### src/rtl/dram_seq_pkg.sv
package dram_seq_pkg;

  // Sequencer phases
  typedef enum logic [2:0] {
    ST_IDLE,   // waiting for a request or in the done cycle
    ST_PRE,    // row strobe high for precharge
    ST_RCD,    // row strobe low, column strobe not yet
    ST_GAP,    // inserted idle cycle before a same-row burst
    ST_CAS,    // column strobe low
    ST_FOR     // access to a non-DRAM space
  } seqState_t;

  // Strobes from control to datapath
  typedef struct packed {
    logic take;      // request accepted: record space and direction
    logic missTake;  // accepted DRAM miss: close row, capture new row/space
    logic rowUp;     // precharge over: open the captured row
    logic finish;    // access ends at this edge: apply deferred config
    logic busy;      // an access is in progress
  } seqStrobe_t;

endpackage

### src/rtl/dram_seq_dp.sv
module dram_seq_dp
  import dram_seq_pkg::*;
#(
  parameter int ROW_W   = 8,
  parameter int SPACE_W = 3,
  parameter int WAIT_W  = 4,
  parameter int DRAM_A  = 4,
  parameter int DRAM_B  = 5
) (
  input  logic                clk,
  input  logic                rstN,
  input  logic                cfgWrEn,
  input  logic [WAIT_W+4:0]   cfgWrData,
  output logic [WAIT_W+4:0]   cfgRdData,
  input  logic                edoMode,
  input  logic                reqWrite,
  input  logic [SPACE_W-1:0]  reqSpace,
  input  logic [ROW_W-1:0]    reqRow,
  input  seqStrobe_t          strobes,
  output logic                isDram,
  output logic                rowHit,
  output logic                idleNeed,
  output logic [WAIT_W-1:0]   waitEff,
  output logic                wideEff,
  output logic                rowOpen
);

  localparam int CFG_W    = WAIT_W + 5;
  localparam int WAIT_LSB = 5;
  localparam int IDLE_BIT = 4;
  localparam int WIDE_BIT = 3;
  localparam logic [CFG_W-1:0] LOW_MASK  = {{(CFG_W-3){1'b0}}, 3'b111};
  localparam logic [CFG_W-1:0] CFG_RESET = {{WAIT_W{1'b1}}, 5'b00000};
  localparam logic [SPACE_W-1:0] SPACE_A = SPACE_W'(DRAM_A);
  localparam logic [SPACE_W-1:0] SPACE_B = SPACE_W'(DRAM_B);

  logic [CFG_W-1:0]   cfgReg;
  logic [CFG_W-1:0]   pendData;
  logic               pendValid;
  logic [CFG_W-1:0]   wrMasked;
  logic [ROW_W-1:0]   openRow;
  logic [SPACE_W-1:0] openSpace;
  logic [SPACE_W-1:0] lastSpace;
  logic               lastWrite;

  assign wrMasked  = cfgWrData & ~LOW_MASK;
  assign cfgRdData = cfgReg;

  // Configuration word with deferral while busy
  always_ff @(posedge clk) begin
    if (!rstN) begin
      cfgReg    <= CFG_RESET;
      pendData  <= '0;
      pendValid <= 1'b0;
    end else if (strobes.finish) begin
      if (cfgWrEn)        cfgReg <= wrMasked;
      else if (pendValid) cfgReg <= pendData;
      pendValid <= 1'b0;
    end else if (cfgWrEn) begin
      if (strobes.busy) begin
        pendData  <= wrMasked;
        pendValid <= 1'b1;
      end else begin
        cfgReg <= wrMasked;
      end
    end
  end

  // Open row and last-access history
  always_ff @(posedge clk) begin
    if (!rstN) begin
      rowOpen   <= 1'b0;
      openRow   <= '0;
      openSpace <= '0;
      lastSpace <= '0;
      lastWrite <= 1'b0;
    end else begin
      if (strobes.missTake) begin
        rowOpen   <= 1'b0;
        openRow   <= reqRow;
        openSpace <= reqSpace;
      end else if (strobes.rowUp) begin
        rowOpen <= 1'b1;
      end
      if (strobes.take) begin
        lastSpace <= reqSpace;
        lastWrite <= reqWrite;
      end
    end
  end

  assign isDram   = (reqSpace == SPACE_A) || (reqSpace == SPACE_B);
  assign rowHit   = rowOpen && (openSpace == reqSpace) && (openRow == reqRow);
  assign idleNeed = cfgReg[IDLE_BIT] &&
                    ((lastSpace != reqSpace) || (!lastWrite && reqWrite));
  assign waitEff  = edoMode ? '0 : cfgReg[WAIT_LSB +: WAIT_W];
  assign wideEff  = edoMode ? 1'b0 : cfgReg[WIDE_BIT];


  cfg_hold_chk: assert property (@(posedge clk) disable iff (!rstN)
    (strobes.busy && $past(strobes.busy)) |-> $stable(cfgReg));


  low_zero_chk: assert property (@(posedge clk) disable iff (!rstN)
    $past(cfgWrEn) |-> (cfgRdData[2:0] == 3'b000));

endmodule

### src/rtl/dram_seq_ctrl.sv
module dram_seq_ctrl
  import dram_seq_pkg::*;
#(
  parameter int WAIT_W = 4
) (
  input  logic              clk,
  input  logic              rstN,
  input  logic              reqValid,
  input  logic              reqWrite,
  input  logic              isDram,
  input  logic              rowHit,
  input  logic              idleNeed,
  input  logic [WAIT_W-1:0] waitEff,
  input  logic              wideEff,
  input  logic              rowOpen,
  input  logic              edoMode,
  output seqStrobe_t        strobes,
  output logic              reqReady,
  output logic              casN,
  output logic              weN,
  output logic              doneP
);

  seqState_t         state;
  logic [WAIT_W-1:0] cnt;
  logic              curWrite;
  logic              doneQ;
  logic              accept;
  logic              casLast;

  function automatic logic [WAIT_W-1:0] casLoad(input logic wr);
    return wr ? {{(WAIT_W-1){1'b0}}, wideEff} : waitEff;
  endfunction

  assign reqReady = (state == ST_IDLE) && !doneQ;
  assign accept   = reqValid && reqReady;
  assign casLast  = (state == ST_CAS) && (cnt == '0);

  always_comb begin
    strobes.take     = accept;
    strobes.missTake = accept && isDram && !rowHit;
    strobes.rowUp    = (state == ST_PRE);
    strobes.finish   = casLast || (state == ST_FOR);
    strobes.busy     = (state != ST_IDLE);
  end

  always_ff @(posedge clk) begin
    if (!rstN) begin
      state    <= ST_IDLE;
      cnt      <= '0;
      curWrite <= 1'b0;
      doneQ    <= 1'b0;
    end else begin
      doneQ <= strobes.finish;
      unique case (state)
        ST_IDLE: if (accept) begin
          curWrite <= reqWrite;
          if (!isDram) state <= ST_FOR;
          else if (!rowHit) state <= ST_PRE;
          else if (idleNeed) state <= ST_GAP;
          else begin
            state <= ST_CAS;
            cnt   <= casLoad(reqWrite);
          end
        end
        ST_PRE: state <= ST_RCD;
        ST_RCD, ST_GAP: begin
          state <= ST_CAS;
          cnt   <= casLoad(curWrite);
        end
        ST_CAS: begin
          if (cnt == '0) state <= ST_IDLE;
          else           cnt   <= cnt - 1'b1;
        end
        ST_FOR: state <= ST_IDLE;
        default: state <= ST_IDLE;
      endcase
    end
  end

  assign casN  = !(state == ST_CAS);
  assign weN   = !((state == ST_CAS) && curWrite);
  assign doneP = doneQ;


  done_pulse_chk: assert property (@(posedge clk) disable iff (!rstN)
    doneP |=> !doneP);


  done_after_cas_chk: assert property (@(posedge clk) disable iff (!rstN)
    $rose(casN) |-> doneP);


  precharge_one_chk: assert property (@(posedge clk) disable iff (!rstN)
    $rose(rowOpen) |-> $past(!rowOpen) && casN);


  cas_under_ras_chk: assert property (@(posedge clk) disable iff (!rstN)
    $fell(casN) |-> rowOpen);


  edo_single_chk: assert property (@(posedge clk) disable iff (!rstN)
    (edoMode && $fell(casN)) |=> casN);

endmodule

### src/rtl/dram_wait_seq.sv
module dram_wait_seq
  import dram_seq_pkg::*;
#(
  parameter int ROW_W   = 8,
  parameter int SPACE_W = 3,
  parameter int WAIT_W  = 4,
  parameter int DRAM_A  = 4,
  parameter int DRAM_B  = 5
) (
  input  logic               clk,
  input  logic               rstN,
  input  logic               cfgWrEn,
  input  logic [WAIT_W+4:0]  cfgWrData,
  output logic [WAIT_W+4:0]  cfgRdData,
  input  logic               edoMode,
  input  logic               reqValid,
  input  logic               reqWrite,
  input  logic [SPACE_W-1:0] reqSpace,
  input  logic [ROW_W-1:0]   reqRow,
  output logic               reqReady,
  output logic               rasN,
  output logic               casN,
  output logic               weN,
  output logic               doneP
);

  seqStrobe_t        strobes;
  logic              isDram;
  logic              rowHit;
  logic              idleNeed;
  logic [WAIT_W-1:0] waitEff;
  logic              wideEff;
  logic              rowOpen;

  dram_seq_dp #(
    .ROW_W(ROW_W), .SPACE_W(SPACE_W), .WAIT_W(WAIT_W),
    .DRAM_A(DRAM_A), .DRAM_B(DRAM_B)
  ) uDp (
    .clk(clk), .rstN(rstN),
    .cfgWrEn(cfgWrEn), .cfgWrData(cfgWrData), .cfgRdData(cfgRdData),
    .edoMode(edoMode), .reqWrite(reqWrite), .reqSpace(reqSpace), .reqRow(reqRow),
    .strobes(strobes), .isDram(isDram), .rowHit(rowHit), .idleNeed(idleNeed),
    .waitEff(waitEff), .wideEff(wideEff), .rowOpen(rowOpen)
  );

  dram_seq_ctrl #(.WAIT_W(WAIT_W)) uCtrl (
    .clk(clk), .rstN(rstN),
    .reqValid(reqValid), .reqWrite(reqWrite),
    .isDram(isDram), .rowHit(rowHit), .idleNeed(idleNeed),
    .waitEff(waitEff), .wideEff(wideEff), .rowOpen(rowOpen), .edoMode(edoMode),
    .strobes(strobes), .reqReady(reqReady),
    .casN(casN), .weN(weN), .doneP(doneP)
  );

  assign rasN = !rowOpen;

endmodule

### config.mk
export PLATFORM = sky130hd
export DESIGN_NAME = dram_wait_seq
export DESIGN_NICKNAME = d
export VERILOG_FILES = /design/src/rtl/dram_seq_pkg.sv /design/src/rtl/dram_seq_dp.sv /design/src/rtl/dram_seq_ctrl.sv /design/src/rtl/dram_wait_seq.sv
export SDC_FILE = /design/constraint.sdc
export NUM_CORES = 1
export LEC_CHECK = 0
export BUFFER_PORTS_ARGS = -buffer_cell sky130_fd_sc_hd__buf_2
export CAP_MARGIN = 5
export CORE_AREA = 8 8 59 86
export DETAILED_ROUTE_END_ITERATION = 8
export DIE_AREA = 0 0 67 94
export GPL_TIMING_DRIVEN = 0
export PLACE_DENSITY = 0.73
export SLEW_MARGIN = 40
export SYNTH_ARGS = -nofsm -noshare
export SYNTH_HDL_FRONTEND = slang
export SYNTH_SLANG_ARGS = --single-unit
### constraint.sdc
create_clock -name clk -period 2.2 [get_ports clk]
set_input_delay 0.33 -clock clk [delete_from_list [all_inputs] [get_ports clk]]
set_output_delay 0.33 -clock clk [all_outputs]
set_load 0.1 [all_outputs]
=== Word level (Yosys, flattened, before mapping) ===
Index checks and enable logic that the tools add are counted.

* Output and inout port bits: 14
* Input bits: 26
* Logic and storage cells: 87
* Register bits: 41

* Multiplexer cells: 21
* Reductions and logical operators: 34
* Bitwise logic cells: 2
* Add/sub/neg operators: 1
* Eq/ne operators: 17

{| class="wikitable"
|+ Operator list
! kind !! number
|-
| 2-to-1 mux 9 bit || 5
|-
| 2-to-1 mux 4 bit || 8
|-
| 2-to-1 mux 3 bit || 5
|-
| == test 3 bit (second input constant) || 4
|-
| one-hot mux 3 bit (4 select lines) || 1
|-
| one-hot mux 4 bit (3 select lines) || 1
|-
| logical AND 1 bit || 10
|-
| inequality test 2 x 1 -> 1 bit (second input constant) || 5
|-
| == test 8 bit || 1
|-
| == test 3 x 2 -> 1 bit (second input constant) || 2
|-
| zero test 1 bit || 6
|-
| AND reduction 2 bit || 3
|-
| AND reduction 3 bit || 2
|-
| AND reduction 6 bit || 1
|-
| nonzero test 3 bit || 2
|-
| OR reduction 2 bit || 3
|-
| zero test 4 bit || 1
|-
| inequality test 2 bit (second input constant) || 2
|-
| nonzero test 2 bit || 2
|-
| subtractor 4 x 1 -> 4 bit (second input constant) || 1
|-
| == test 3 x 1 -> 1 bit (second input constant) || 1
|-
| == test 3 bit || 1
|-
| zero test 3 bit || 1
|-
| logical OR 1 bit || 3
|-
| 3 further kinds || 4
|}

=== Logic depth before layout (Yosys ltp) ===
Gate-level depths: netlist (run 1).

* Depth after elaboration: 9
* Mapped depth: 8
* Mapped depth without buffers: 7

=== By module ===
A second synthesis (run 1) with hierarchy kept.

* Cells, all modules: 208
* Area total of the unflattened synthesis: 2062.0 um^2

{| class="wikitable"
|+ Modules (own cells, without submodules)
! module !! cells each !! instances !! seq. area each (um^2) !! area each (um^2)
|-
| dram_seq_dp || 135 || 1 || 580.6 || 1408.9
|-
| dram_seq_ctrl || 72 || 1 || 180.2 || 649.4
|-
| dram_wait_seq || 1 || 1 || 0.0 || 3.8
|}

=== Worst setup path after synthesis (run 1) ===
Ideal clock, no wire load.

* Path type: register to register
* Start point: register uCtrl.doneQ (netlist: uCtrl.doneP)
* End point: register uCtrl.cnt[2]
* Path slack: -0.626 ns
* Required time: 2.070 ns
* Stages on the path, launching flop included: 7
* Period minus slack after synthesis: 2.826 ns
* Path buffers: 1
* Arrival time: 2.696 ns
* Setup time: 0.130 ns
* Cell sequence: dfxtp_1 > nor4_4 > and3_1 > buf_4 > nand2_1 > o2111ai_1 > o31ai_2

* Word-level cells in the longest chain between the ends: 5

{| class="wikitable"
|+ Ends and longest elaborated chain
! what !! RTL line !! text
|-
| start, declared || dram_seq_ctrl.sv:27 || <nowiki>logic doneQ;</nowiki>
|-
| start signal, assigned || dram_seq_ctrl.sv:54 || <nowiki>doneQ <= strobes.finish;</nowiki>
|-
| zero test 1 bit || dram_seq_ctrl.sv:35 || <nowiki>assign reqReady = (state == ST_IDLE) && !doneQ;</nowiki>
|-
| logical AND 1 bit || dram_seq_ctrl.sv:35 ||
|-
| named net reqReady || dram_wait_seq.sv:20 || <nowiki>output logic reqReady,</nowiki>
|-
| logical AND 1 bit || dram_seq_ctrl.sv:36 || <nowiki>assign accept = reqValid && reqReady;</nowiki>
|-
| inequality test 2 x 1 -> 1 bit (no source line) || n/a ||
|-
| AND reduction 6 bit (no source line) || n/a ||
|-
| end signal, assigned || dram_seq_ctrl.sv:63 || <nowiki>cnt <= casLoad(reqWrite);</nowiki>
|-
| end signal, assigned || dram_seq_ctrl.sv:69 || <nowiki>cnt <= casLoad(curWrite);</nowiki>
|-
| end signal, assigned || dram_seq_ctrl.sv:73 || <nowiki>else cnt <= cnt - 1'b1;</nowiki>
|-
| end, declared || dram_seq_ctrl.sv:25 || <nowiki>logic [WAIT_W-1:0] cnt;</nowiki>
|}

The timed path passes the listed nets, and every way through them passes these cells.
A chain may end at the register's enable or synchronous reset.

=== Worst setup path after layout (run 1) ===
* Start point: register uCtrl.cnt[0]
* End point: register uDp.cfgReg[7] (netlist: uDp.cfgRdData[7])

* Word-level cells in the longest chain between the ends: 5
* Elaborated cells on any way between the ends: 7
* Classes of those cells: eq/ne (1); mux (1); reduce/logical (5)

{| class="wikitable"
|+ Ends and longest elaborated chain
! what !! RTL line !! text
|-
| zero test 4 bit (*) || dram_seq_ctrl.sv:37 || <nowiki>assign casLast = (state == ST_CAS) && (cnt == '0);</nowiki>
|-
| logical AND 1 bit (*) || dram_seq_ctrl.sv:37 ||
|-
| logical OR 1 bit (*) || dram_seq_ctrl.sv:43 || <nowiki>strobes.finish = casLast || (state == ST_FOR);</nowiki>
|-
| inequality test 2 x 1 -> 1 bit (no source line) / nonzero test 2 bit (equally long branches) || n/a ||
|-
| AND reduction 3 bit (no source line) || n/a ||
|-
| end signal, assigned || dram_seq_dp.sv:56 || <nowiki>if (cfgWrEn) cfgReg <= wrMasked;</nowiki>
|-
| end signal, assigned || dram_seq_dp.sv:57 || <nowiki>else if (pendValid) cfgReg <= pendData;</nowiki>
|-
| end signal, assigned || dram_seq_dp.sv:64 || <nowiki>cfgReg <= wrMasked;</nowiki>
|-
| end, declared || dram_seq_dp.sv:37 || <nowiki>logic [CFG_W-1:0] cfgReg;</nowiki>
|}

Every way passes the cells marked *; elsewhere a longest branch is shown, timed or not.

==> impl_metrics.py, run 1 <==
metrics = {
    "status": {
        "status": "finished clean",
    },
    "yosys": {
        "ys_seq_area_share_pct": 38.4,
        "synth.distinct_cells": 44,
        "ys_warn_count": 0,
        "synthFlopType": "dfxtp_1",
        "synth_cells": 230,
        "syn_area_um2": 1980,
        "synth_area_per_cell_um2": 8.62,
        "async_flop_share_pct": 0,
        "synth-edff-count": 0,
        "synth_seq_cells": 38,
    },
    "pwr": {
        "cellLeakagePower_nw": 0.958,
        "seqPwrFrac_pct": 42.0,
        "power_frac_clock_pct": 30.3,
        "switching_power_w": 0.000646,
        "powerDensity_nw_per_um2": 765,
        "internal-power_w": 0.00117,
        "switching_share_pct": 35.5,
        "ir_drop_mv": 0.607,
        "combPwrFrac_pct": 27.7,
    },
    "floorplanning": {
        "initial_utilization_pct": 51.4,
        "num_rows": 28,
        "ioPinCount": 40,
        "die-area_um2": 6300,
        "coreArea_um2": 3850,
        "die_y_um": 94,
        "die_w_um": 67,
    },
    "global_routing": {
        "antenna_found_initial": 0,
        "grt_pass1_wl_um": 8280,
        "grt_max_degree": 13,
        "grt_pass1_vias": 1775,
        "grt_use_total_pct": 16.6,
        "grt-ovfl-total": 0,
    },
    "timing": {
        "setup_violations": 0,
        "fmax_mhz": 495,
        "whs_ns": 0.283,
        "rsz0062_at_grt": "no",
        "hold_viol": 0,
        "worst_pin_slew_ns": 0.701,
        "setup_slack_ns": 0.180,
        "period_needed_ns": 2.02,
        "slew_violations": 0,
        "fin_skew_ns": 0.00824,
        "period_share_pct": 91.8,
        "max_slew_margin_pct": 53.0,
    },
    "critical_path": {
        "worst-setup-path-type": "flip-flop to flip-flop",
        "cp-start-kind": "flip-flop",
        "worstPathRequired_ns": 2.36,
        "endpoint_kind": "flip-flop",
        "path_max_fanout": 6,
        "arrival_ns": 2.18,
    },
    "cts": {
        "cts_sinks": 38,
        "ctsResizeCount": 0,
        "clk_path_buf_depth": 2,
        "clkTransAtPathRegs_ns": 0.08,
        "cts_tree": "done",
        "numCtsBuffers": 5,
        "cts_hold_buf": 0,
        "cts-htree-levels": 2,
        "cts_setup_buffers": 0,
        "clk_latency_ns": 0.29,
        "cts_root_buf": "clkbuf_8",
    },
    "finish": {
        "antenna_cells": 0,
        "multi_input_area_um2": 1150,
        "finalNetCount": 299,
        "seq_area_um2": 764,
        "drive_above_1_share_pct": 25.6,
        "num-fill-cells": 378,
        "fin_cells": 318,
        "syn2layout_area_growth_pct": 19.9,
        "design_area_um2": 2380,
    },
    "routing": {
        "drcViolationCount": 0,
        "routed_wl_um": 4820,
        "wire_per_inst_um": 15.2,
        "vias": 1728,
        "viasPerCell": 5.43,
        "drtIter0Drc": 75,
        "dr.pass1.iters": 4,
        "final_antenna_net_count": 0,
    },
    "placement": {
        "portBuffers": 33,
        "gp_congestion": 0.834,
        "place_inst": 310,
        "place_ws_ns": 0.0385,
        "dpl.hpwl_um": 3690,
        "dpl_cell_area_um2": 2270,
    },
    "worst_hold_path": {
        "hold_class": "input pin to flip-flop",
    },
    "job": {
        "max-cap-violations": 0,
    },
}
## worst paths after layout
check | start | to | slack (ns) | depth (start not counted)
worst max-delay path | uCtrl.cnt[0] | uDp.cfgRdData[7] | 0.18 | 7
worst min-delay path | cfgWrData[5] | uDp.pendData[5] | 0.28 | 3
worst max register to register | uCtrl.cnt[0] | uDp.cfgRdData[7] | 0.18 | 7
worst min register to register | uDp.lastWrite | uDp.lastWrite | 0.46 | 2
## per-stage QoR
step                util, %  TNS [ns]  total power, W
floorplan                 -     -3.26         0.00118
global placement       58.8         0         0.00128
detailed placement     58.8         0         0.00128
CTS                    61.5         0         0.00183
global route           61.7         0         0.00190
finish                 61.7         0         0.00182
## power groups by stage
| stage | logic, W | registers [W] | clock network, W |
|---|---|---|---|
| 2_1_floorplan | 0.000314 | 0.000862 | 0 |
| 3_3_place_gp | 0.000500 | 0.000777 | 0 |
| 3_5_place_dp | 0.000503 | 0.000778 | 0 |
| 4_1_cts | 0.000506 | 0.000762 | 0.000564 |
| 5_1_grt | 0.000541 | 0.000769 | 0.000589 |
| 6_report | 0.000504 | 0.000763 | 0.000550 |
## layout by cell type (no fill, tap or decap), types with 8 or more instances in the layout
cell type   n
xnor2_1    11
buf_2      36
inv_1       8
nand3_1     8
a21oi_1    25
nor2_1      9
dfxtp_1    37
o21ai_0    10
nand2_1    22
nor3_1      8
o21ai_1     8
mux2i_1    10
## cell usage after synthesis, types with 2 or more instances
master,number,share of area [%]
nor3b_1,3,1.1
nor3_1,8,2.0
xor2_1,3,1.3
a311oi_1,2,0.88
o2bb2ai_1,3,1.3
clkbuf_1,6,1.1
nand3_1,8,2.0
nand4_1,6,1.9
dfxtp_1,38,38
xnor2_1,11,4.9
nor2_1,10,1.9
mux2_2,4,2.3
mux2i_1,10,5.1
buf_4,4,1.5
or3_1,3,0.95
nand2b_1,2,0.63
o21ai_0,18,4.5
o21a_1,3,1.1
o2111ai_1,2,0.88
inv_1,8,1.5
buf_2,5,1.3
a21oi_1,25,6.3
nand2_1,23,4.4
nor2b_1,5,1.6
## layout make-up
| type | instances | share of cell area (%) |
|---|---|---|
| Buffer | 15 | 4.37 |
| Clock inverter | 2 | 0.421 |
| Inverter | 8 | 1.26 |
| Timing Repair Buffer | 33 | 6.95 |
| Sequential cell | 38 | 32.2 |
| Multi-Input combinational cell | 171 | 48.5 |
| Tap cell | 45 | 2.37 |
| Clock buffer | 6 | 3.95 |
## state kept, by name, summed over array words and instances, names as in the netlist
| name | flops |
|---|---|
| uDp.cfgRdData | 6 |
| uDp.lastSpace | 3 |
| uDp.rowOpen | 1 |
| uDp.openRow | 8 |
| uDp.openSpace | 3 |
| uCtrl.doneP | 1 |
| uDp.pendData | 6 |
| uDp.lastWrite | 1 |
| uCtrl.state | 3 |
| uCtrl.cnt | 4 |
| uCtrl.curWrite | 1 |
| uDp.pendValid | 1 |
## critical path, stage by stage, from the launching register on
cell and delay [ns]:
dfxtp_1 0.37, inv_1 0.08, ha_1 0.21, nor3b_2 0.19, o211ai_2 0.37, mux2_2 0.38, nor3_1 0.18, o21ai_0 0.10
## cell families after synthesis
| group | share of synthesized area, % |
|---|---|
| fa+ha+maj | 0.631 |
| buf+inv | 5.43 |
| flops | 38.4 |
| compound gates | 20.4 |
| simple gates | 21.5 |
| xor+xnor | 6.19 |
| mux | 7.32 |
| other cells | 0.189 |
## routing by layer
metal	up-vias	global-route usage [%]	share of wire, %
met4	0	5.95	1.1
li1	896	-	-
met5	-	0	0
met2	32	30.4	54
met3	5	3.82	4.0
met1	795	17.4	41
(Power assumes the default switching activity.)
==> inputs of run 2 (changes only) <==
- RECOVER_POWER: not set -> 50
==> run 2 against run 1 <==
First-iteration DRC count shrank 6.7%; via count is the same; die area is the same; clock skew grew 0.00094 ns; register-to-register slack is essentially flat; largest power group unchanged; global-route usage is the same; core utilization shrank 0.39 points; count of clock-buffer cells in the layout is the same; worst setup slack gained 0.0044 ns; cell count is the same; routed wire length shrank 0.19%; fmax grew 0.22%.
==> impl_metrics.py, run 2 (synthesis results as in run 1) <==
metrics = {
    "finish": {
        "drive_above_1_share_pct": 22.3,
        "mostFrequentLayoutCell": "dfxtp_1",
        "largest_register_ffs": 8,
        "syn2layout_area_growth_pct": 19.1,
        "antenna_cells": 0,
        "final_cell_mix": "dfxtp_1 (37), buf_2 (27), a21oi_1 (25)",
        "final_util_pct": 61.3,
        "top_register": "uDp.openRow",
        "finalNetCount": 299,
    },
    "cts": {
        "clk_latency_ns": 0.30,
        "cts-htree-levels": 2,
        "cts_root_buf": "clkbuf_8",
        "cts_sinks": 38,
        "numCtsBuffers": 5,
        "clkTransAtPathRegs_ns": 0.08,
        "cts_tree": "done",
        "cts_setup_buffers": 0,
        "clk_path_buf_depth": 2,
    },
    "global_routing": {
        "grt_use_total_pct": 16.6,
        "use_met1_pct": 17.4,
        "top_usage_layer": "met2",
        "grt_max_degree": 13,
        "grt-ovfl-total": 0,
        "grt_util_met3_pct": 3.82,
        "antenna_found_initial": 0,
        "grtUsageMet2_pct": 30.4,
        "grt_pass1_vias": 1775,
        "grt_pass1_wl_um": 8280,
    },
    "timing": {
        "rsz0062_at_grt": "no",
        "period_share_pct": 91.6,
        "period_needed_ns": 2.02,
        "worst_pin_slew_ns": 1.18,
        "max_slew_margin_pct": 21.8,
        "fmax_mhz": 496,
        "setup_slack_ns": 0.184,
        "setup_violations": 0,
        "slew_violations": 0,
        "hold_viol": 0,
        "fin_skew_ns": 0.00918,
    },
    "floorplanning": {
        "die_w_um": 67,
        "die-area_um2": 6300,
        "num_rows": 28,
        "coreArea_um2": 3850,
        "ioPinCount": 40,
        "die_y_um": 94,
        "initial_utilization_pct": 51.4,
    },
    "critical_path": {
        "endpoint_kind": "flip-flop",
        "arrival_ns": 2.18,
        "worstPathRequired_ns": 2.36,
        "path_max_fanout": 6,
        "cp-start-kind": "flip-flop",
        "worst-setup-path-type": "flip-flop to flip-flop",
    },
    "placement": {
        "dpl.hpwl_um": 3690,
        "portBuffers": 33,
        "place_ws_ns": 0.0385,
        "gp_congestion": 0.834,
    },
    "pwr": {
        "power_frac_clock_pct": 30.4,
        "switching_power_w": 0.000647,
        "ir_drop_mv": 0.607,
        "internal-power_w": 0.00117,
        "seqPwrFrac_pct": 42.1,
        "cellLeakagePower_nw": 0.941,
        "powerDensity_nw_per_um2": 768,
        "switching_share_pct": 35.7,
        "combPwrFrac_pct": 27.5,
    },
    "routing": {
        "wire_per_inst_um": 15.1,
        "routed_wl_um": 4810,
        "dr.pass1.iters": 4,
        "drcViolationCount": 0,
        "vias": 1728,
        "viasPerCell": 5.43,
        "final_antenna_net_count": 0,
        "drtIter0Drc": 70,
    },
    "job": {
        "max-cap-violations": 0,
    },
    "status": {
        "status": "finished clean",
    },
    "worst_hold_path": {
        "hold_class": "input pin to flip-flop",
    },
}
run 2: cell types whose count changed in the layout (fill, tap and decap cells not counted):
cell / delta
and3_1: +1
o21ai_0: +2
clkbuf_2: +1
and2_1: -1
and3_4: -1
o21ai_1: -2
and2_0: +1
buf_2: -9
clkbuf_1: +8
run 2: metal layers:
metal,up-vias,part of all wire (%)
met3,6,4.6
met5,-,0
met2,32,54
met1,795,40
met4,0,1.4
li1,895,-
run 2: path summary, 6_finish.rpt:
path | cells past startpoint | start | slack, ns | endpoint
hold reg to reg | 2 | uDp.lastWrite | 0.46 | uDp.lastWrite
setup / recovery | 7 | uCtrl.cnt[0] | 0.18 | uDp.cfgRdData[7]
hold / removal | 3 | cfgWrData[5] | 0.28 | uDp.pendData[5]
setup reg to reg | 7 | uCtrl.cnt[0] | 0.18 | uDp.cfgRdData[7]
run 2: power groups by stage:
stage | clock (W) | combinational, W | sequential [W]
CTS | 0.000564 | 0.000506 | 0.000762
global placement | 0 | 0.000500 | 0.000777
finish | 0.000552 | 0.000498 | 0.000763
global route | 0.000589 | 0.000535 | 0.000769
floorplan | 0 | 0.000314 | 0.000862
detailed placement | 0 | 0.000503 | 0.000778
run 2: critical path: stages (launching register included):
cell	delay, ns
dfxtp_1	0.37
inv_1	0.08
ha_1	0.21
nor3b_2	0.19
o211ai_2	0.36
mux2_2	0.38
nor3_1	0.19
o21ai_0	0.10
run 2: repair_timing:
item | CTS | global route
hold buffers | 0 | 0
endpoints found under the setup margin | 0 | 11
resized for setup | 0 | 1
run 2: final cells by class:
| type | count | area [um^2] |
|---|---|---|
| inverters | 8 | 30.0 |
| plain buffers | 15 | 104 |
| well taps | 45 | 56.3 |
| multi-input cells | 171 | 1150 |
| fillers | 381 | 1490 |
| repair buffers | 33 | 155 |
| flip-flops and latches | 38 | 764 |
| clock buffers | 6 | 93.8 |
| clock inverters | 2 | 10.0 |
run 2: per-stage QoR:
step	hold WS (ns)	setup TNS, ns	power, W	cells	instance area, um^2
floorplan	0.437	-3.26	0.00118	232	2050
global placement	0.445	0	0.00128	310	2270
detailed placement	0.447	0	0.00128	310	2270
CTS	0.275	0	0.00183	318	2370
global route	0.286	0	0.00189	318	2360
finish	0.282	0	0.00181	318	2360
